==> src/rtl/dsl_pkg.sv <==
package dsl_pkg;

  // Mode code formed from {mode-high, mode-low} lines.
  typedef enum logic [1:0] {
    SENSE_DATA      = 2'b00,
    SENSE_STATUS    = 2'b01,
    SENSE_HANDSHAKE = 2'b10,
    LOAD_WRITE      = 2'b11
  } sense_mode_e;

  // Line roles by index; decode order depends on these positions.
  localparam int unsigned LINE_PHASE_A  = 0;
  localparam int unsigned LINE_PHASE_B  = 1;
  localparam int unsigned LINE_PHASE_C  = 2;
  localparam int unsigned LINE_STROBE   = 3;
  localparam int unsigned LINE_MOTOR    = 4;
  localparam int unsigned LINE_DRIVE    = 5;
  localparam int unsigned LINE_MODE_LO  = 6;
  localparam int unsigned LINE_MODE_HI  = 7;

endpackage

==> src/rtl/dsl_region_dec.sv <==
module dsl_region_dec #(
  parameter int unsigned REGION_W = 4,
  parameter logic [REGION_W-1:0] REGION_VAL = 4'hD
) (
  input  logic                cs,
  input  logic [REGION_W-1:0] region_field,
  output logic                hit
);

  function automatic logic region_match(input logic [REGION_W-1:0] f);
    return f == REGION_VAL;
  endfunction

  assign hit = cs & region_match(region_field);

endmodule

==> src/rtl/dsl_slot_dec.sv <==
module dsl_slot_dec #(
  parameter int unsigned NUM_LINES = 8,
  localparam int unsigned SEL_W = $clog2(NUM_LINES)
) (
  input  logic [SEL_W-1:0]     sel_field,
  input  logic                 level_bit,
  output logic [SEL_W-1:0]     idx,
  output logic                 level,
  output logic [NUM_LINES-1:0] onehot
);

  function automatic logic [NUM_LINES-1:0] one_of(input logic [SEL_W-1:0] s);
    logic [NUM_LINES-1:0] r;
    r = '0;
    r[s] = 1'b1;
    return r;
  endfunction

  assign idx    = sel_field;
  assign level  = level_bit;
  assign onehot = one_of(sel_field);

endmodule

==> src/rtl/dsl_line_bank.sv <==
module dsl_line_bank #(
  parameter int unsigned NUM_LINES   = 8,
  parameter int unsigned MODE_LO_IDX = 6,
  parameter int unsigned MODE_HI_IDX = 7
) (
  input  logic                 clk,
  input  logic                 rst_n,
  input  logic                 we,
  input  logic [NUM_LINES-1:0] onehot,
  input  logic                 level,
  output logic [NUM_LINES-1:0] lines_q,
  output logic [1:0]           mode_q
);

  logic [NUM_LINES-1:0] lines_nxt;

  for (genvar g = 0; g < NUM_LINES; g++) begin : g_line
    always_comb begin
      lines_nxt[g] = (we && onehot[g]) ? level : lines_q[g];
    end

    always_ff @(posedge clk) begin
      if (!rst_n) lines_q[g] <= 1'b0;
      else        lines_q[g] <= lines_nxt[g];
    end
  end

  always_ff @(posedge clk) begin
    if (!rst_n) mode_q <= dsl_pkg::SENSE_DATA;
    else        mode_q <= {lines_nxt[MODE_HI_IDX], lines_nxt[MODE_LO_IDX]};
  end

endmodule

==> src/rtl/disk_state_latch.sv <==
module disk_state_latch #(
  parameter int unsigned ADDR_W      = 24,
  parameter int unsigned NUM_LINES   = 8,
  parameter int unsigned REGION_LSB  = 20,
  parameter int unsigned REGION_W    = 4,
  parameter logic [REGION_W-1:0] REGION_VAL = 4'hD,
  parameter int unsigned SLOT_LSB    = 10,
  parameter int unsigned LEVEL_BIT   = 9,
  parameter int unsigned MODE_LO_IDX = dsl_pkg::LINE_MODE_LO,
  parameter int unsigned MODE_HI_IDX = dsl_pkg::LINE_MODE_HI
) (
  input  logic                 clk,
  input  logic                 rst_n,
  input  logic                 bus_cs,
  input  logic [ADDR_W-1:0]    bus_addr,
  output logic [NUM_LINES-1:0] lines,
  output logic [1:0]           mode
);

  localparam int unsigned SEL_W = $clog2(NUM_LINES);

  // Decoded events, named for the bound checker.
  logic                 acc_hit;
  logic [SEL_W-1:0]     acc_idx;
  logic                 acc_val;
  logic [NUM_LINES-1:0] acc_onehot;
  logic                 unused_addr_bits;

  assign unused_addr_bits = ^bus_addr;

  dsl_region_dec #(
    .REGION_W   (REGION_W),
    .REGION_VAL (REGION_VAL)
  ) u_region (
    .cs           (bus_cs),
    .region_field (bus_addr[REGION_LSB +: REGION_W]),
    .hit          (acc_hit)
  );

  dsl_slot_dec #(
    .NUM_LINES (NUM_LINES)
  ) u_slot (
    .sel_field (bus_addr[SLOT_LSB +: SEL_W]),
    .level_bit (bus_addr[LEVEL_BIT]),
    .idx       (acc_idx),
    .level     (acc_val),
    .onehot    (acc_onehot)
  );

  dsl_line_bank #(
    .NUM_LINES   (NUM_LINES),
    .MODE_LO_IDX (MODE_LO_IDX),
    .MODE_HI_IDX (MODE_HI_IDX)
  ) u_bank (
    .clk     (clk),
    .rst_n   (rst_n),
    .we      (acc_hit),
    .onehot  (acc_onehot),
    .level   (acc_val),
    .lines_q (lines),
    .mode_q  (mode)
  );

endmodule

==> config.mk <==
export PLATFORM = sky130hd
export DESIGN_NAME = disk_state_latch
export DESIGN_NICKNAME = d
export VERILOG_FILES = /design/src/rtl/dsl_pkg.sv /design/src/rtl/dsl_region_dec.sv /design/src/rtl/dsl_slot_dec.sv /design/src/rtl/dsl_line_bank.sv /design/src/rtl/disk_state_latch.sv
export SDC_FILE = /design/constraint.sdc
export NUM_CORES = 1
export LEC_CHECK = 0
export ABC_AREA = 1
export BUFFER_PORTS_ARGS = -buffer_cell sky130_fd_sc_hd__buf_4
export CORE_AREA = 2 2 39 41
export DETAILED_ROUTE_END_ITERATION = 16
export DIE_AREA = 0 0 41 43
export GPL_ROUTABILITY_DRIVEN = 0
export HOLD_SLACK_MARGIN = 0.08
export PLACE_DENSITY_LB_ADDON = 0.3
export SLEW_MARGIN = 20
export SYNTH_ARGS = -nofsm -noshare
export SYNTH_HDL_FRONTEND = slang
export SYNTH_SLANG_ARGS = --single-unit
==> constraint.sdc <==
create_clock -name clk -period 1.1 [get_ports clk]
set_input_delay 0.165 -clock clk [delete_from_list [all_inputs] [get_ports clk]]
set_output_delay 0.165 -clock clk [all_outputs]
set_load 0.005 [all_outputs]
---- After elaboration in Yosys (flattened, before gate mapping) ----
Index checks and enable logic that the tools add are counted.
storage, ports and cells
  flip-flop bits (word level) ............. 10
  bits of input ports ..................... 27
  output and inout bits ................... 10
  word-level logic and storage cells ...... 26
cells by class
  magnitude comparators ................... 2
  equality and inequality tests ........... 1
  muxes and demuxes ....................... 4
  bitwise logic cells ..................... 1
  reduce and logical (&&, ||, !) cells .... 9
operators by type and width
  cell                                                         count
  logical AND 1 bit                                            9
  equality test 4 bit (second input constant)                  1
  less-than comparator 3 x 4 -> 1 bit (second input constant)  1
  demux 1 bit (select 3 bit)                                   1
  >= comparator 3 x 1 -> 1 bit (second input constant)         1
  two-way mux 1 bit                                            3
  AND 1 bit                                                    1

---- Logic depth before layout (Yosys ltp) ----
  depth after elaboration ................. 6
  depth in mapped cells ................... 7
  gate-level depth less buffers ........... 6

---- Cells and area by module ----
From an unflattened synthesis, not the netlist that was laid out.
second synthesis, totals
  cell total of the unflattened synthesis .. 84
  area, all modules ....................... 505.5 um^2
modules (own cells, without submodules)
  module          times used  cells each  area an instance (um^2)  sequential area each (um^2)
  dsl_line_bank   1           61          402.9                    160.2
  dsl_slot_dec    1           19          86.3                     0.0
  dsl_region_dec  1           4           16.3                     0.0

---- Worst setup path after synthesis ----
Ideal clock, no wire load.
  path type ............................... input port to flip-flop
  from .................................... input bus_addr[21]
  to ...................................... register u_bank.lines_q[0]
  setup time .............................. 0.115 ns
  arrival ................................. 0.690 ns
  required time ........................... 0.985 ns
  setup slack ............................. 0.295 ns
  stages on the path ...................... 7
  buffers on the path ..................... 1
  cell sequence ........................... inv_1 nand3_2 nor2_4 buf_6 nand3_1 nand2_1 nor2_1
on the way
  word-level cells in the longest chain between the ends .. 3
RTL lines
  what                             line                    RTL
  from (decl)                      disk_state_latch.sv:15  input logic [ADDR_W-1:0] bus_addr,
  equality test 4 bit              dsl_region_dec.sv:11    return f == REGION_VAL;
  AND 1 bit                        dsl_region_dec.sv:14    assign hit = cs & region_match(region_field);
  logical AND 1 bit                dsl_line_bank.sv:19     lines_nxt[g] = (we && onehot[g]) ? level : lines_q[g];
  to (signal, indexed assignment)  dsl_line_bank.sv:24     else lines_q[g] <= lines_nxt[g];
  to (decl)                        dsl_line_bank.sv:11     output logic [NUM_LINES-1:0] lines_q,
No other way between the ends.
A chain may end at the register's enable or synchronous reset.

---- Worst setup path in the final report ----
  from .................................... register u_bank.mode_q[1]
  to ...................................... output mode[1]
RTL lines
  what                    line                    RTL
  from (decl)             dsl_line_bank.sv:12     output logic [1:0] mode_q
  from (signal assigned)  dsl_line_bank.sv:29     if (!rst_n) mode_q <= dsl_pkg::SENSE_DATA;
  from (signal assigned)  dsl_line_bank.sv:30     else mode_q <= {lines_nxt[MODE_HI_IDX], lines_nxt[MODE_LO_IDX]};
  to (decl)               disk_state_latch.sv:17  output logic [1:0] mode
No word-level cell between the ends.

==> results.py <==
metrics = {
    "timing": {
        "period_needed_ns": 0.880,
        "setup_viol": 0,
        "unrepaired_setup_endpoints_after_global_routing": "no",
        "max_slew.worst_pin.slew_ns": 0.314,
        "worst_hold_margin_ns": 0.188,
        "fmax_ghz": 1.14,
        "maxSlewViolCount": 0,
        "hold_viol": 0,
        "period_share_pct": 80.0,
        "clock-skew-final_ns": 0,
        "fin_tns_setup_ns": 0,
        "slew-limit-headroom_pct": 79.0,
    },
    "logic_synthesis": {
        "portion_of_the_post_synthesis_area_used_by_sequential_elements_pct": 34.8,
        "synth.net_count": 99,
        "cell_taking_the_most_area_after_synthesis": "dfxtp_1",
        "synthFlopType": "dfxtp_1",
        "mappedNetlistArea_um2": 460,
        "yosysWarnings": 0,
        "ys_top_cells_by_count": "nand2_1, nor2_1, nand3_1",
        "syn_area_per_cell_um2": 6.40,
        "yosys.area.top_type_share_pct": 34.8,
        "total_of_flip_flops_plus_latches_after_synthesis": 8,
        "synth.top_cells.by_area": "dfxtp_1, nand2_1, nor2_1, nand3_1, inv_1",
        "synthesis.instances": 72,
        "synth_enable_flop_cells": 0,
        "ys_types": 14,
        "synthArstFlopShare_pct": 0,
    },
    "floorplan": {
        "placementRows": 14,
        "die-area_um2": 1760,
        "die_h_um": 43,
        "die_width_um": 41,
        "design.portCount": 37,
        "core_area_um2": 1380,
        "start_util_pct": 33.3,
    },
    "drt": {
        "totalWireLength_um": 946,
        "drt-pass1-iter-count": 4,
        "detail_route.wl_per_cell_um": 8.84,
        "postRouteAntennaNets": 0,
        "dr_iter_0_viols": 2,
        "route.detailed.drc": 0,
        "dr_total_vias": 488,
        "vias_per_cell": 4.56,
    },
    "outcome": {
        "run_status": "finished clean",
    },
    "cells_and_area": {
        "final_util_pct": 44.9,
        "nets": 120,
        "drive_gt1_share_pct": 30.8,
        "antenna-diode-count": 0,
        "area_growth_syn_to_layout_pct": 35.1,
        "fillCellCount": 149,
    },
    "hold_path": {
        "hold_end": "u_bank.mode_q[0]",
        "min_from": "rst_n",
        "worst_hold_path.num_cells": 3,
        "hold_path_class": "in -> reg",
    },
    "setup_path": {
        "r2r_start": "u_bank.mode_q[1]",
        "critPathMaxStageDelay_ns": 0.34,
        "highest_fanout_seen_on_the_critical_path": 3,
        "req_time_crit_path_ns": 0.94,
        "start_kind": "flip-flop",
        "reg2reg_to": "u_bank.mode_q[1]",
        "cpLargestDelayFamily": "flip-flops",
        "arrival_time_reported_for_the_critical_path_endpoint_ns": 0.71,
        "crit_chain": "buf_4",
        "cells_on_worst_reg2reg_path": 4,
        "critical_path.slowest_cell": "dfxtp_1",
        "path_buf_inv": 1,
        "timing.critical_path.to_type": "primary output",
        "criticalPathCategory": "reg -> out",
        "r2r_setup_slack_ns": 0.49,
    },
    "global_route": {
        "global_route.usage.total_pct": 12.9,
        "grt_pass1_vias": 393,
        "grt_pass1_wl_mm": 1.52,
        "grt_antenna_before_repair": 0,
        "gr-total-overflow": 0,
        "maximum_number_of_pins_on_one_net_before_global_route_repair": 15,
    },
    "power_and_ir_drop": {
        "power.total_w": 0.000603,
        "pwr_density_cell_nw_per_um2": 969,
        "vdd_ir_drop_max_uv": 612,
        "power.leakage_nw": 0.311,
    },
    "cts": {
        "insertion_delay_to_the_later_sink_of_the_worst_skew_pair_ns": 0.25,
        "cts_tree": "built",
        "clock_slew_at_the_register_clock_pins_of_the_worst_setup_and_hold_paths_ns": 0.05,
        "cts.htree.levels": 1,
        "cts.root.buffer_cell": "clkbuf_4",
        "clock_tree.buffer_depth": 2,
        "numCtsBuffers": 3,
        "clkSinkCount": 8,
        "cts_resized": 0,
        "postCtsSetupBuffers": 0,
        "cts_hold_repair.buffers": 0,
    },
    "flow_run": {
        "max_cap_viol_count": 0,
    },
    "placed_design": {
        "detailedPlacementHpwl_um": 717,
        "buffer_ports.inserted": 20,
    },
}
-- power breakdown --
group          switching, W  leakage, nW  internal (W)  total (W)
Clock              0.000102       0.0138      0.000125   0.000227
Combinational     0.0000455        0.233     0.0000379  0.0000833
Sequential      0.000000681       0.0644      0.000291   0.000292
Total              0.000149        0.311      0.000454   0.000603
-- cell usage in the layout, fill, tap and decap left out, types with 2 or more instances in the layout --
master / count
nor2_1: 15
nand2_1: 15
a21oi_1: 4
inv_1: 9
dfxtp_1: 8
nand3_1: 10
clkbuf_4: 3
a21oi_2: 2
nor3_1: 2
buf_4: 20
-- cells by family after synthesis --
group	count (synthesis)	synth area share, %
AO/OA/AOI/OAI	6	8.15
flip-flops	8	34.8
buffers and inverters	14	14.9
AND/OR/NAND/NOR	44	42.1
-- layer usage --
layer	share of wire, %	GRT usage [%]
met5	0	0
met3	8.6	3.14
met1	43	16.7
met2	44	17.5
met4	4.0	10.0
-- worst max path at each step --
stage,from,to,depth (start not counted)
after floorplan,bus_addr[21],u_bank.lines_q[0],7
after global placement,bus_addr[21],u_bank.lines_q[5],7
after detailed placement,bus_addr[21],u_bank.lines_q[2],7
after CTS,u_bank.lines_q[4],lines[4],1
after global routing,u_bank.lines_q[4],lines[4],1
final,u_bank.mode_q[1],mode[1],1
-- registers in the layout (all words and copies together), names as in the netlist --
register,count
u_bank.mode_q,2
u_bank.lines_q,6
-- worst reg2reg max path, cell delays in order (launching register included) --
cell,delay [ns]
dfxtp_1,0.34
inv_1,0.05
nand2_1,0.05
inv_1,0.03
nor2_1,0.08
-- area by class of cell --
class	instances	area (um2)	area share [%]
clock buffer	3	22.5	3.62
inverter	10	37.5	6.04
multi-input combinational	50	231	37.2
sequential	8	160	25.8
tap	16	20.0	3.22
timing repair buffer	20	150	24.1
-- stage by stage --
| step | std cells | instance area, um2 | setup slack, ns |
|---|---|---|---|
| 5_1_grt | 107 | 622 | 0.165 |
| 4_1_cts | 107 | 622 | 0.212 |
| 3_5_place_dp | 104 | 599 | 0.0646 |
| 6_report | 107 | 622 | 0.220 |
| 2_1_floorplan | 72 | 460 | 0.295 |
| 3_3_place_gp | 104 | 599 | 0.0929 |
Power figures use the tool's default switching activity.
